`src/rtl/jobring_pkg.sv`:
```
package jobring_pkg;

  localparam logic [7:0] OFF_IN_BASE   = 8'h00;
  localparam logic [7:0] OFF_IN_SIZE   = 8'h0C;
  localparam logic [7:0] OFF_SLOTS_AV  = 8'h14;
  localparam logic [7:0] OFF_JOBS_ADD  = 8'h1C;
  localparam logic [7:0] OFF_OUT_BASE  = 8'h20;
  localparam logic [7:0] OFF_OUT_SIZE  = 8'h2C;
  localparam logic [7:0] OFF_JOBS_REM  = 8'h34;
  localparam logic [7:0] OFF_SLOTS_FL  = 8'h3C;
  localparam logic [7:0] OFF_INT_STAT  = 8'h4C;
  localparam logic [7:0] OFF_CONFIG    = 8'h54;
  localparam logic [7:0] OFF_IN_RD_IDX = 8'h5C;
  localparam logic [7:0] OFF_OUT_WR_IX = 8'h64;
  localparam logic [7:0] OFF_COMMAND   = 8'h6C;

  typedef enum logic [1:0] {
    ST_RUN     = 2'd0,
    ST_FLUSH   = 2'd1,
    ST_HALTED  = 2'd2,
    ST_RESET   = 2'd3
  } ringState_e;

  typedef struct packed {
    logic wrInBase;
    logic wrInSize;
    logic wrOutBase;
    logic wrOutSize;
    logic wrConfig;
    logic addJobs;
    logic removeJobs;
    logic clrDone;
    logic startJob;
    logic finishJob;
    logic dropQueue;
    logic ringReset;
  } jrStrobe_t;

endpackage

```
`src/rtl/jobring_ctrl.sv`:
```
module jobring_ctrl
  import jobring_pkg::*;
#(
  parameter int ADDR_W     = 8,
  parameter int RST_CYCLES = 4
) (
  input  logic              clk,
  input  logic              rstN,
  input  logic              busWe,
  input  logic [ADDR_W-1:0] busAddr,
  input  logic              wBit0,
  input  logic              jobStart,
  input  logic              jobDone,
  input  logic              engineIdle,
  input  logic              queuedNz,
  output jrStrobe_t         strb,
  output logic [1:0]        haltField,
  output logic              cmdBusy,
  output logic              jobReady
);

  localparam int CNT_W = $clog2(RST_CYCLES + 1) + 1;
  localparam logic [CNT_W-1:0] LAST_CNT = CNT_W'(RST_CYCLES - 1);

  ringState_e state;
  logic [CNT_W-1:0] rstCnt;
  logic cmdWr;

  function automatic logic hit(input logic [ADDR_W-1:0] a, input logic [7:0] off);
    return a == ADDR_W'(off);
  endfunction

  assign jobReady = queuedNz && (state == ST_RUN);
  assign cmdWr    = busWe && hit(busAddr, OFF_COMMAND) && wBit0;
  assign cmdBusy  = (state == ST_RESET);

  always_comb begin
    case (state)
      ST_RUN:   haltField = 2'b00;
      ST_FLUSH: haltField = 2'b01;
      default:  haltField = 2'b10;
    endcase
  end

  always_comb begin
    strb            = '0;
    strb.wrInBase   = busWe && hit(busAddr, OFF_IN_BASE);
    strb.wrInSize   = busWe && hit(busAddr, OFF_IN_SIZE);
    strb.wrOutBase  = busWe && hit(busAddr, OFF_OUT_BASE);
    strb.wrOutSize  = busWe && hit(busAddr, OFF_OUT_SIZE);
    strb.wrConfig   = busWe && hit(busAddr, OFF_CONFIG);
    strb.addJobs    = busWe && hit(busAddr, OFF_JOBS_ADD) && (state == ST_RUN);
    strb.removeJobs = busWe && hit(busAddr, OFF_JOBS_REM);
    strb.clrDone    = busWe && hit(busAddr, OFF_INT_STAT) && wBit0;
    strb.startJob   = jobStart && jobReady;
    strb.finishJob  = jobDone && !engineIdle;
    strb.dropQueue  = cmdWr && (state == ST_RUN);
    strb.ringReset  = (state == ST_RESET) && (rstCnt == LAST_CNT);
  end

  always_ff @(posedge clk or negedge rstN) begin
    if (!rstN) begin
      state  <= ST_RUN;
      rstCnt <= '0;
    end else begin
      case (state)
        ST_RUN:    if (cmdWr) state <= ST_FLUSH;
        ST_FLUSH:  if (engineIdle) state <= ST_HALTED;
        ST_HALTED: if (cmdWr) begin
          state  <= ST_RESET;
          rstCnt <= '0;
        end
        default: begin
          if (rstCnt == LAST_CNT) state <= ST_RUN;
          else rstCnt <= rstCnt + 1'b1;
        end
      endcase
    end
  end

  // the halt field only reports done once nothing was in flight
  assert_halt_after_idle_R11: assert property (@(posedge clk) disable iff (!rstN)
    $rose(haltField == 2'b10) |-> $past(engineIdle));

  // the busy bit drops only after the full reset window
  assert_reset_length_R12: assert property (@(posedge clk) disable iff (!rstN)
    $fell(cmdBusy) |-> ($past(rstCnt) == LAST_CNT));

endmodule

```
`src/rtl/jobring_datapath.sv`:
```
module jobring_datapath
  import jobring_pkg::*;
#(
  parameter int RING_W = 10
) (
  input  logic              clk,
  input  logic              rstN,
  input  jrStrobe_t         strb,
  input  logic [31:0]       wdata,
  output logic [31:0]       inBase,
  output logic [31:0]       outBase,
  output logic [RING_W-1:0] inSize,
  output logic [RING_W-1:0] outSize,
  output logic [RING_W-1:0] slotsAvail,
  output logic [RING_W-1:0] slotsFull,
  output logic [RING_W-1:0] inRdIdx,
  output logic [RING_W-1:0] outWrIdx,
  output logic [31:0]       cfgWord,
  output logic              doneFlag,
  output logic              engineIdle,
  output logic              queuedNz
);

  localparam int TMR_W = 16;
  localparam int THR_W = 8;

  logic [RING_W-1:0] queued, inflight;
  logic [TMR_W-1:0]  tmrThr, idleTmr;
  logic [THR_W-1:0]  cntThr, pendCnt;
  logic              coalEn, irqMask;
  logic [RING_W-1:0] addReq, addEff, remReq, remEff;
  logic              fullInc, fireNow;

  function automatic logic [RING_W-1:0] bump(input logic [RING_W-1:0] idx,
                                             input logic [RING_W-1:0] size);
    logic [RING_W:0] nxt;
    nxt = {1'b0, idx} + 1'b1;
    return (nxt >= {1'b0, size}) ? '0 : nxt[RING_W-1:0];
  endfunction

  assign slotsAvail = (queued > inSize) ? '0 : inSize - queued;
  assign queuedNz   = (queued != '0);
  assign engineIdle = (inflight == '0);
  assign cfgWord    = {tmrThr, cntThr, 6'b0, coalEn, irqMask};

  assign addReq  = (|wdata[31:RING_W]) ? '1 : wdata[RING_W-1:0];
  assign addEff  = (addReq > slotsAvail) ? slotsAvail : addReq;
  assign remReq  = (|wdata[31:RING_W]) ? '1 : wdata[RING_W-1:0];
  assign remEff  = strb.removeJobs ? ((remReq > slotsFull) ? slotsFull : remReq) : '0;
  assign fullInc = strb.finishJob && (slotsFull < outSize);

  always_comb begin
    if (!coalEn) fireNow = strb.finishJob;
    else if (strb.finishJob)
      fireNow = (cntThr != '0) && (({1'b0, pendCnt} + 1'b1) >= {1'b0, cntThr});
    else
      fireNow = (pendCnt != '0) && (tmrThr != '0) &&
                (({1'b0, idleTmr} + 1'b1) >= {1'b0, tmrThr});
  end

  always_ff @(posedge clk or negedge rstN) begin
    if (!rstN) begin
      inBase <= '0; outBase <= '0; inSize <= '0; outSize <= '0;
      tmrThr <= '0; cntThr <= '0; coalEn <= 1'b0; irqMask <= 1'b0;
    end else begin
      if (strb.wrInBase)  inBase  <= wdata;
      if (strb.wrOutBase) outBase <= wdata;
      if (strb.wrInSize)  inSize  <= wdata[RING_W-1:0];
      if (strb.wrOutSize) outSize <= wdata[RING_W-1:0];
      if (strb.wrConfig) begin
        tmrThr  <= wdata[31:16];
        cntThr  <= wdata[15:8];
        coalEn  <= wdata[1];
        irqMask <= wdata[0];
      end
    end
  end

  always_ff @(posedge clk or negedge rstN) begin
    if (!rstN) begin
      queued <= '0; inflight <= '0; slotsFull <= '0;
      inRdIdx <= '0; outWrIdx <= '0;
      pendCnt <= '0; idleTmr <= '0; doneFlag <= 1'b0;
    end else if (strb.ringReset) begin
      queued <= '0; inflight <= '0; slotsFull <= '0;
      inRdIdx <= '0; outWrIdx <= '0;
      pendCnt <= '0; idleTmr <= '0; doneFlag <= 1'b0;
    end else begin
      if (strb.dropQueue) queued <= '0;
      else queued <= queued + (strb.addJobs ? addEff : '0) - RING_W'(strb.startJob);
      inflight  <= inflight + RING_W'(strb.startJob) - RING_W'(strb.finishJob);
      slotsFull <= slotsFull + RING_W'(fullInc) - remEff;
      if (strb.startJob)  inRdIdx  <= bump(inRdIdx, inSize);
      if (strb.finishJob) outWrIdx <= bump(outWrIdx, outSize);
      if (fireNow) begin
        pendCnt <= '0;
        idleTmr <= '0;
      end else if (strb.finishJob) begin
        pendCnt <= (pendCnt == '1) ? pendCnt : pendCnt + 1'b1;
        idleTmr <= '0;
      end else if (pendCnt != '0) begin
        idleTmr <= idleTmr + 1'b1;
      end
      if (fireNow) doneFlag <= 1'b1;
      else if (strb.clrDone) doneFlag <= 1'b0;
    end
  end

  // an in-range jobs-added write grows the queue by exactly that count
  assert_add_count_R3: assert property (@(posedge clk) disable iff (!rstN)
    (strb.addJobs && !strb.startJob && !strb.dropQueue && !strb.ringReset &&
     (wdata <= 32'(slotsAvail)))
    |=> (queued == $past(queued) + $past(wdata[RING_W-1:0])));

  // without coalescing each accepted completion raises job-done
  assert_done_sets_flag_R7: assert property (@(posedge clk) disable iff (!rstN)
    (strb.finishJob && !coalEn && !strb.ringReset) |=> doneFlag);

  // the ring reset leaves every count and index at zero
  assert_reset_clears_R12: assert property (@(posedge clk) disable iff (!rstN)
    strb.ringReset |=> (queued == '0 && slotsFull == '0 && inRdIdx == '0 &&
                        outWrIdx == '0 && !doneFlag));

endmodule

```
`src/rtl/jobring_regif.sv`:
```
module jobring_regif
  import jobring_pkg::*;
#(
  parameter int ADDR_W     = 8,
  parameter int RING_W     = 10,
  parameter int RST_CYCLES = 4
) (
  input  logic              clk,
  input  logic              rstN,
  input  logic              busWe,
  input  logic [ADDR_W-1:0] busAddr,
  input  logic [31:0]       busWdata,
  output logic [31:0]       busRdata,
  output logic              jobReady,
  input  logic              jobStart,
  input  logic              jobDone,
  output logic              irq
);

  jrStrobe_t         strb;
  logic [1:0]        haltField;
  logic              cmdBusy, engineIdle, queuedNz, doneFlag;
  logic [31:0]       inBase, outBase, cfgWord;
  logic [RING_W-1:0] inSize, outSize, slotsAvail, slotsFull, inRdIdx, outWrIdx;

  jobring_ctrl #(.ADDR_W(ADDR_W), .RST_CYCLES(RST_CYCLES)) uCtrl (
    .clk(clk), .rstN(rstN), .busWe(busWe), .busAddr(busAddr),
    .wBit0(busWdata[0]), .jobStart(jobStart), .jobDone(jobDone),
    .engineIdle(engineIdle), .queuedNz(queuedNz), .strb(strb),
    .haltField(haltField), .cmdBusy(cmdBusy), .jobReady(jobReady)
  );

  jobring_datapath #(.RING_W(RING_W)) uData (
    .clk(clk), .rstN(rstN), .strb(strb), .wdata(busWdata),
    .inBase(inBase), .outBase(outBase), .inSize(inSize), .outSize(outSize),
    .slotsAvail(slotsAvail), .slotsFull(slotsFull), .inRdIdx(inRdIdx),
    .outWrIdx(outWrIdx), .cfgWord(cfgWord), .doneFlag(doneFlag),
    .engineIdle(engineIdle), .queuedNz(queuedNz)
  );

  assign irq = doneFlag && !cfgWord[0];

  always_comb begin
    case (busAddr)
      ADDR_W'(OFF_IN_BASE):   busRdata = inBase;
      ADDR_W'(OFF_IN_SIZE):   busRdata = 32'(inSize);
      ADDR_W'(OFF_SLOTS_AV):  busRdata = 32'(slotsAvail);
      ADDR_W'(OFF_OUT_BASE):  busRdata = outBase;
      ADDR_W'(OFF_OUT_SIZE):  busRdata = 32'(outSize);
      ADDR_W'(OFF_SLOTS_FL):  busRdata = 32'(slotsFull);
      ADDR_W'(OFF_INT_STAT):  busRdata = {28'b0, haltField, 1'b0, doneFlag};
      ADDR_W'(OFF_CONFIG):    busRdata = cfgWord;
      ADDR_W'(OFF_IN_RD_IDX): busRdata = 32'(inRdIdx);
      ADDR_W'(OFF_OUT_WR_IX): busRdata = 32'(outWrIdx);
      ADDR_W'(OFF_COMMAND):   busRdata = {31'b0, cmdBusy};
      default:                busRdata = '0;
    endcase
  end

endmodule

```
`config.mk`:
```
export PLATFORM = sky130hd
export DESIGN_NAME = jobring_regif
export DESIGN_NICKNAME = d
export VERILOG_FILES = /design/src/rtl/jobring_pkg.sv /design/src/rtl/jobring_ctrl.sv /design/src/rtl/jobring_datapath.sv /design/src/rtl/jobring_regif.sv
export SDC_FILE = /design/constraint.sdc
export NUM_CORES = 1
export LEC_CHECK = 0
export ABC_CLOCK_PERIOD_IN_PS = 6100
export BUFFER_PORTS_ARGS = -buffer_cell sky130_fd_sc_hd__buf_2
export CAP_MARGIN = 15
export CORE_ASPECT_RATIO = 1.25
export CORE_MARGIN = 2
export CORE_UTILIZATION = 56
export DETAILED_ROUTE_END_ITERATION = 8
export PLACE_DENSITY_LB_ADDON = 0.05
export SYNTH_ARGS = -nofsm -noshare
export SYNTH_HDL_FRONTEND = slang
export SYNTH_HIERARCHICAL = 1
export SYNTH_SLANG_ARGS = --single-unit
```
`constraint.sdc`:
```
create_clock -name clk -period 6.1 [get_ports clk]
set_input_delay 0.61 -clock clk [delete_from_list [all_inputs] [get_ports clk]]
set_output_delay 0.61 -clock clk [all_outputs]
set_load 0.005 [all_outputs]
```
== Word level (Yosys, flattened, before mapping) ==
Cells that the tools add are included.
Storage, ports and cells
  register bits after elaboration: 191
  input port bits: 45
  output and inout bits: 34
  logic and storage cells: 144
Operators by class
  add/sub/neg operators: 14
  $lt $le $gt $ge: 8
  equal/unequal tests: 22
  mux-type cells: 39
  bitwise logic cells: 1
  reductions and logical operators: 42
Operators with widths (count)
  case mux 32 bit (11 select lines): 1
  two-way mux 10 bit: 16
  two-way mux 16 bit: 4
  == test 8 x 7 -> 1 bit (second input constant): 5
  == test 8 x 6 -> 1 bit (second input constant): 4
  two-way mux 8 bit: 4
  > comparator 10 bit: 3
  adder 10 x 1 -> 11 bit (second input constant): 2
  >= comparator 11 x 10 -> 1 bit: 2
  logical AND 1 bit: 22
  OR reduction 22 bit: 1
  adder 10 x 1 -> 10 bit: 2
  subtractor 10 x 1 -> 10 bit: 2
  subtractor 10 bit: 2
  adder 16 x 1 -> 17 bit (second input constant): 1
  >= comparator 17 x 16 -> 1 bit: 1
  adder 16 x 1 -> 16 bit (second input constant): 1
  == test 8 x 5 -> 1 bit (second input constant): 2
  nonzero test 16 bit: 1
  nonzero test 8 bit: 2
  adder 10 bit: 1
  zero test 10 bit: 1
  < comparator 10 bit: 1
  nonzero test 10 bit: 1
  29 further kinds: 44

== Longest topological paths before layout ==
  word-level depth: 9
  mapped depth: 35
  mapped depth without buffers: 33

== Modules after synthesis ==
The synthesis kept the hierarchy.
By module, submodules not included
  jobring_datapath: times used 1, cells an instance 1221, area an instance 11700.0 um^2, seq. area each 4629.4 um^2
  jobring_regif: times used 1, cells an instance 185, area an instance 1257.5 um^2, seq. area each 0.0 um^2
  jobring_ctrl: times used 1, cells an instance 65, area an instance 570.5 um^2, seq. area each 150.1 um^2

== Least setup slack after synthesis ==
No wires, ideal clock.
  path kind: register to register
  start: register uData.inSize[0]
  end: register uData.queued[9]
  setup time: 0.134 ns
  data arrival time: 5.734 ns
  data required time: 5.966 ns
  path slack: 0.231 ns
  stages on the path, launching flop included: 32
  buffers on the path: 2
  clock period less this slack: 5.869 ns
  cell sequence: dfrtp_1 inv_1 ha_1 inv_1 fa_1 a21o_1 nand4_1 and3_1 o21ai_0 nand3_1 a211o_1 ha_1 nand2_1 nor2_1 nand3_1 o311a_1 or2_1 buf_4 buf_6 nand2_1 o211ai_2 ha_1 inv_1 ha_1 a21o_1 a21oi_1 o21ai_0 a21oi_1 o21ai_0 o311ai_0 o31ai_1 nor3b_1
On the way
  longest elaborated chain between the ends: 9
  elaborated cells on any way between the ends: 10
  classes of those cells: add/sub: 3; order compare: 2; mux: 5
Ends and longest elaborated chain
  start: declaration: line jobring_datapath.sv:12  | output logic [RING_W-1:0] inSize,
  start signal: assignment: line jobring_datapath.sv:68  | if (strb.wrInSize) inSize <= wdata[RING_W-1:0];
  subtractor 10 bit or > comparator 10 bit (tied branches): line jobring_datapath.sv:41  | assign slotsAvail = (queued > inSize) ? '0 : inSize - queued;
  two-way mux 10 bit *: line jobring_datapath.sv:41
  > comparator 10 bit: line jobring_datapath.sv:47  | assign addEff = (addReq > slotsAvail) ? slotsAvail : addReq;
  two-way mux 10 bit *: line jobring_datapath.sv:47
  two-way mux 10 bit *: line jobring_datapath.sv:90  | else queued <= queued + (strb.addJobs ? addEff : '0) - RING_W'(strb.startJob);
  adder 10 bit *: line jobring_datapath.sv:90
  subtractor 10 x 1 -> 10 bit *: line jobring_datapath.sv:90
  two-way mux 10 bit *: line jobring_datapath.sv:89  | if (strb.dropQueue) queued <= '0;
  two-way mux 10 bit *: line jobring_datapath.sv:84  | end else if (strb.ringReset) begin
  end signal: assignment: line jobring_datapath.sv:90
  end: declaration: line jobring_datapath.sv:27  | logic [RING_W-1:0] queued, inflight;
Mark *: on every way between the ends. The rest lies on a longest branch, timed or not.
A chain may end at the register's enable or synchronous reset.

== Worst setup path in the final report ==
  start: register uData.inSize[1]
  end: register uData.queued[9]
On the way
  longest elaborated chain between the ends: 9
  elaborated cells on any way between the ends: 10
  classes of those cells: add/sub: 3; order compare: 2; mux: 5
Ends and longest elaborated chain
  subtractor 10 bit or > comparator 10 bit (tied branches): line jobring_datapath.sv:41
  two-way mux 10 bit *: line jobring_datapath.sv:41
  via slotsAvail[9]: line jobring_regif.sv:24  | logic [RING_W-1:0] inSize, outSize, slotsAvail, slotsFull, inRdIdx, outWrIdx;
  > comparator 10 bit: line jobring_datapath.sv:47
  two-way mux 10 bit *: line jobring_datapath.sv:47
  two-way mux 10 bit *: line jobring_datapath.sv:90
  adder 10 bit *: line jobring_datapath.sv:90
  subtractor 10 x 1 -> 10 bit *: line jobring_datapath.sv:90
  two-way mux 10 bit *: line jobring_datapath.sv:89
  two-way mux 10 bit *: line jobring_datapath.sv:84
Mark *: on every way through the listed nets, which the timed path passes. The rest lies on a longest branch.

==> flow_metrics.env <==
export IMPL_status="finished, final reports clean"
export IMPL_synth_top_cells_by_count="191 x dfrtp_1, 153 x inv_1, 142 x ha_1"
export IMPL_cellPowerDensity_mw_per_mm2=389
export IMPL_vdd_drop_max_uv=329
export IMPL_grt_max_degree=77
export IMPL_critical_path_top_delay_family="compound AO/OA/AOI/OAI gates"
export IMPL_fmax_mhz=171
export IMPL_ys_flop_type="dfrtp_1"
export IMPL_fin_cells=1890
export IMPL_dieArea_mm2=0.0254
export IMPL_finalSetupViolCount=0
export IMPL_hold_viol=0
export IMPL_die_h_um=178
export IMPL_p_leak_nw=7.54
export IMPL_clock_sinks=191
export IMPL_drt_pass1_iter_count=6
export IMPL_areaGrowthSynthToFinish_pct=10.9
export IMPL_max_slew_margin_rel=0.210
export IMPL_path_common_cell="ha_1"
export IMPL_cp_arrival_ns=6.18
export IMPL_finalWirelength_mm=37.7
export IMPL_min_path_type="in2async"
export IMPL_die_w_um=143
export IMPL_diodes=0
export IMPL_io_pins=79
export IMPL_cts_buffer_depth=2
export IMPL_h_tree_depth=4
export IMPL_dp_cells=1854
export IMPL_numCtsBuffers=17
export IMPL_grt_overflow_total=0
export IMPL_startpoint_type="flip-flop"
export IMPL_drt_wirelength_per_cell_um=19.9
export IMPL_worst_path_max_fanout=4
export IMPL_cts_tree="done"
export IMPL_grt_pass1_wl_mm=59.4
export IMPL_worst_pin_slew_ns=1.18
export IMPL_ant_nets=0
export IMPL_fin_crit_sh=0.959
export IMPL_slew_violations=0
export IMPL_placed_area_mm2=0.0144
export IMPL_max_cap_violations=0
export IMPL_setup_slack_ns=0.248
export IMPL_syn_inst=1471
export IMPL_yosysMostFrequentCell="dfrtp_1"
export IMPL_synth_edf_count=0
export IMPL_vias=11200
export IMPL_worst_path_buf_inv=4
export IMPL_finalClockSkew_ns=0.00878
export IMPL_clk_latency_ns=0.44
export IMPL_max_stage_delay_ns=0.45
export IMPL_cpMaxStageDelayCell="dfrtp_2"
export IMPL_grt_usage=0.303
export IMPL_synth_area_mm2=0.0135
export IMPL_synth_cell_types=81
export IMPL_async_flop_share=1.00
export IMPL_io_buffers=78
export IMPL_post_place_ws_ns=-0.0736
export IMPL_cts_root_buf="clkbuf_16"
export IMPL_fin_crit_ns=5.85
export IMPL_antenna_found_initial=0
export IMPL_dpl_hpwl_mm=28.5
export IMPL_gp_congestion=0.972
export IMPL_grt_pass1_vias=11000
export IMPL_fin_area_mm2=0.0150
export IMPL_synth_top_area_frac=0.353
export IMPL_syn_area_per_cell_um2=9.20
export IMPL_start_util=0.570
export IMPL_ys_warn_count=6
export IMPL_synth_seq_area_share=0.353
export IMPL_ys_seq_elements=191
export IMPL_placementRows=63
export IMPL_utilization=0.632
export IMPL_crit_type="reg2reg"
export IMPL_drt_iter0_drc=790
export IMPL_drive_above_1_share=0.174
export IMPL_hold_slack_ns=0.172
export IMPL_setup_worst_path_end_class="flip-flop"
export IMPL_nets=1744
export IMPL_coreArea_mm2=0.0237
export IMPL_via_per_inst=5.91
export IMPL_cts_hold_buf=0
export IMPL_clkSlewWorstSetupHoldPaths_ns=0.07
export IMPL_yosys_area_top_type="dfrtp_1"
export IMPL_worstPathRequired_ns=6.43
export IMPL_drc_errors=0
export IMPL_synthTopCellsByArea="dfrtp_1 35%, ha_1 13%, mux2_2 6.2%"
export IMPL_fill_cells=2106
stage by stage:
step,setup TNS (ns),total power [mW]
floorplan,0,3.86
global placement,0,4.56
detailed placement,-0.0736,4.63
CTS,0,5.72
global route,-0.0260,6.32
finish,0,5.83
cells by family after synthesis:
group           synth area share
flops                      0.353
mux                       0.0723
other cells             0.000277
buf+inv                   0.0650
simple gates               0.159
xor+xnor                  0.0492
fa+ha+maj                  0.137
compound gates             0.164
layout make-up:
type	count	area, um^2	share of cell area
Clock buffer	22	454	0.0303
Inverter	155	582	0.0388
Sequential cell	191	4780	0.319
Clock inverter	9	86.3	0.00576
Timing Repair Buffer	118	703	0.0469
Multi-Input combinational cell	1070	7990	0.532
Tap cell	325	407	0.0271
layer usage:
metal  share of wire  global-route usage  vias up
li1                -                   -     5364
met1            0.41               0.370     5386
met2            0.51               0.543      339
met3           0.040              0.0345       78
met4           0.036               0.120        0
met5               0                   0        -
state kept, by name, indices dropped and copies added (netlist names):
register         cells
uData/inBase        32
uData/outBase       32
uData/idleTmr       16
uData/tmrThr        16
uData/inRdIdx       10
uData/inSize        10
uData/inflight      10
uData/outSize       10
uData/outWrIdx      10
uData/queued        10
uData/slotsFull     10
uData/cntThr         8
uData/pendCnt        8
uCtrl/rstCnt         4
uCtrl/state          2
uData/coalEn         1
uData/doneFlag       1
uData/irqMask        1
what timing repair did:
item | in CTS | in global routing
setup buffers | 0 | 5
pin swaps | 0 | 10
setup endpoints to repair | 2 | 4
gates resized for setup | 2 | 21
worst paths after layout:
check	start	to	slack, ns	cells past startpoint
setup reg to reg	uData/inSize[1]$_DFFE_PN0P_	uData/queued[9]$_DFF_PN0_	0.25	30
hold / removal	rstN	uData/outBase[24]$_DFFE_PN0P_	0.17	1
max in group asynchronous	rstN	uData/inSize[1]$_DFFE_PN0P_	4.62	2
min in group clk	busWdata[21]	uData/tmrThr[5]$_DFFE_PN0P_	0.43	3
setup / recovery	uData/inSize[1]$_DFFE_PN0P_	uData/queued[9]$_DFF_PN0_	0.25	30
hold reg to reg	uData/inBase[6]$_DFFE_PN0P_	uData/inBase[6]$_DFFE_PN0P_	0.50	1
report_power, final:
part | internal, mW | total [mW] | switching (mW) | leakage, nW
Combinational | 1.31 | 2.96 | 1.65 | 4.95
Sequential | 1.51 | 1.80 | 0.288 | 2.33
Clock | 0.573 | 1.07 | 0.499 | 0.261
worst reg2reg max path: cells and delay by family, from the launching register on:
kind / cells / cell delay, ns
flip-flops: 1 / 0.45
AND/OR/NAND/NOR: 10 / 1.67
AO/OA/AOI/OAI: 12 / 2.05
adder cells (fa/ha/maj): 4 / 1.19
buffers and inverters: 4 / 0.38
cell usage in the layout, fill, tap and decap left out, types with 42 or more instances in the layout:
cell	count
ha_1	141
dfrtp_1	190
xnor2_1	48
buf_2	77
nand2_1	134
inv_1	152
a21oi_1	51
nand3_1	42
mux2_2	74
o21ai_0	72
nor2_1	94
Power figures use the tool's default switching activity.
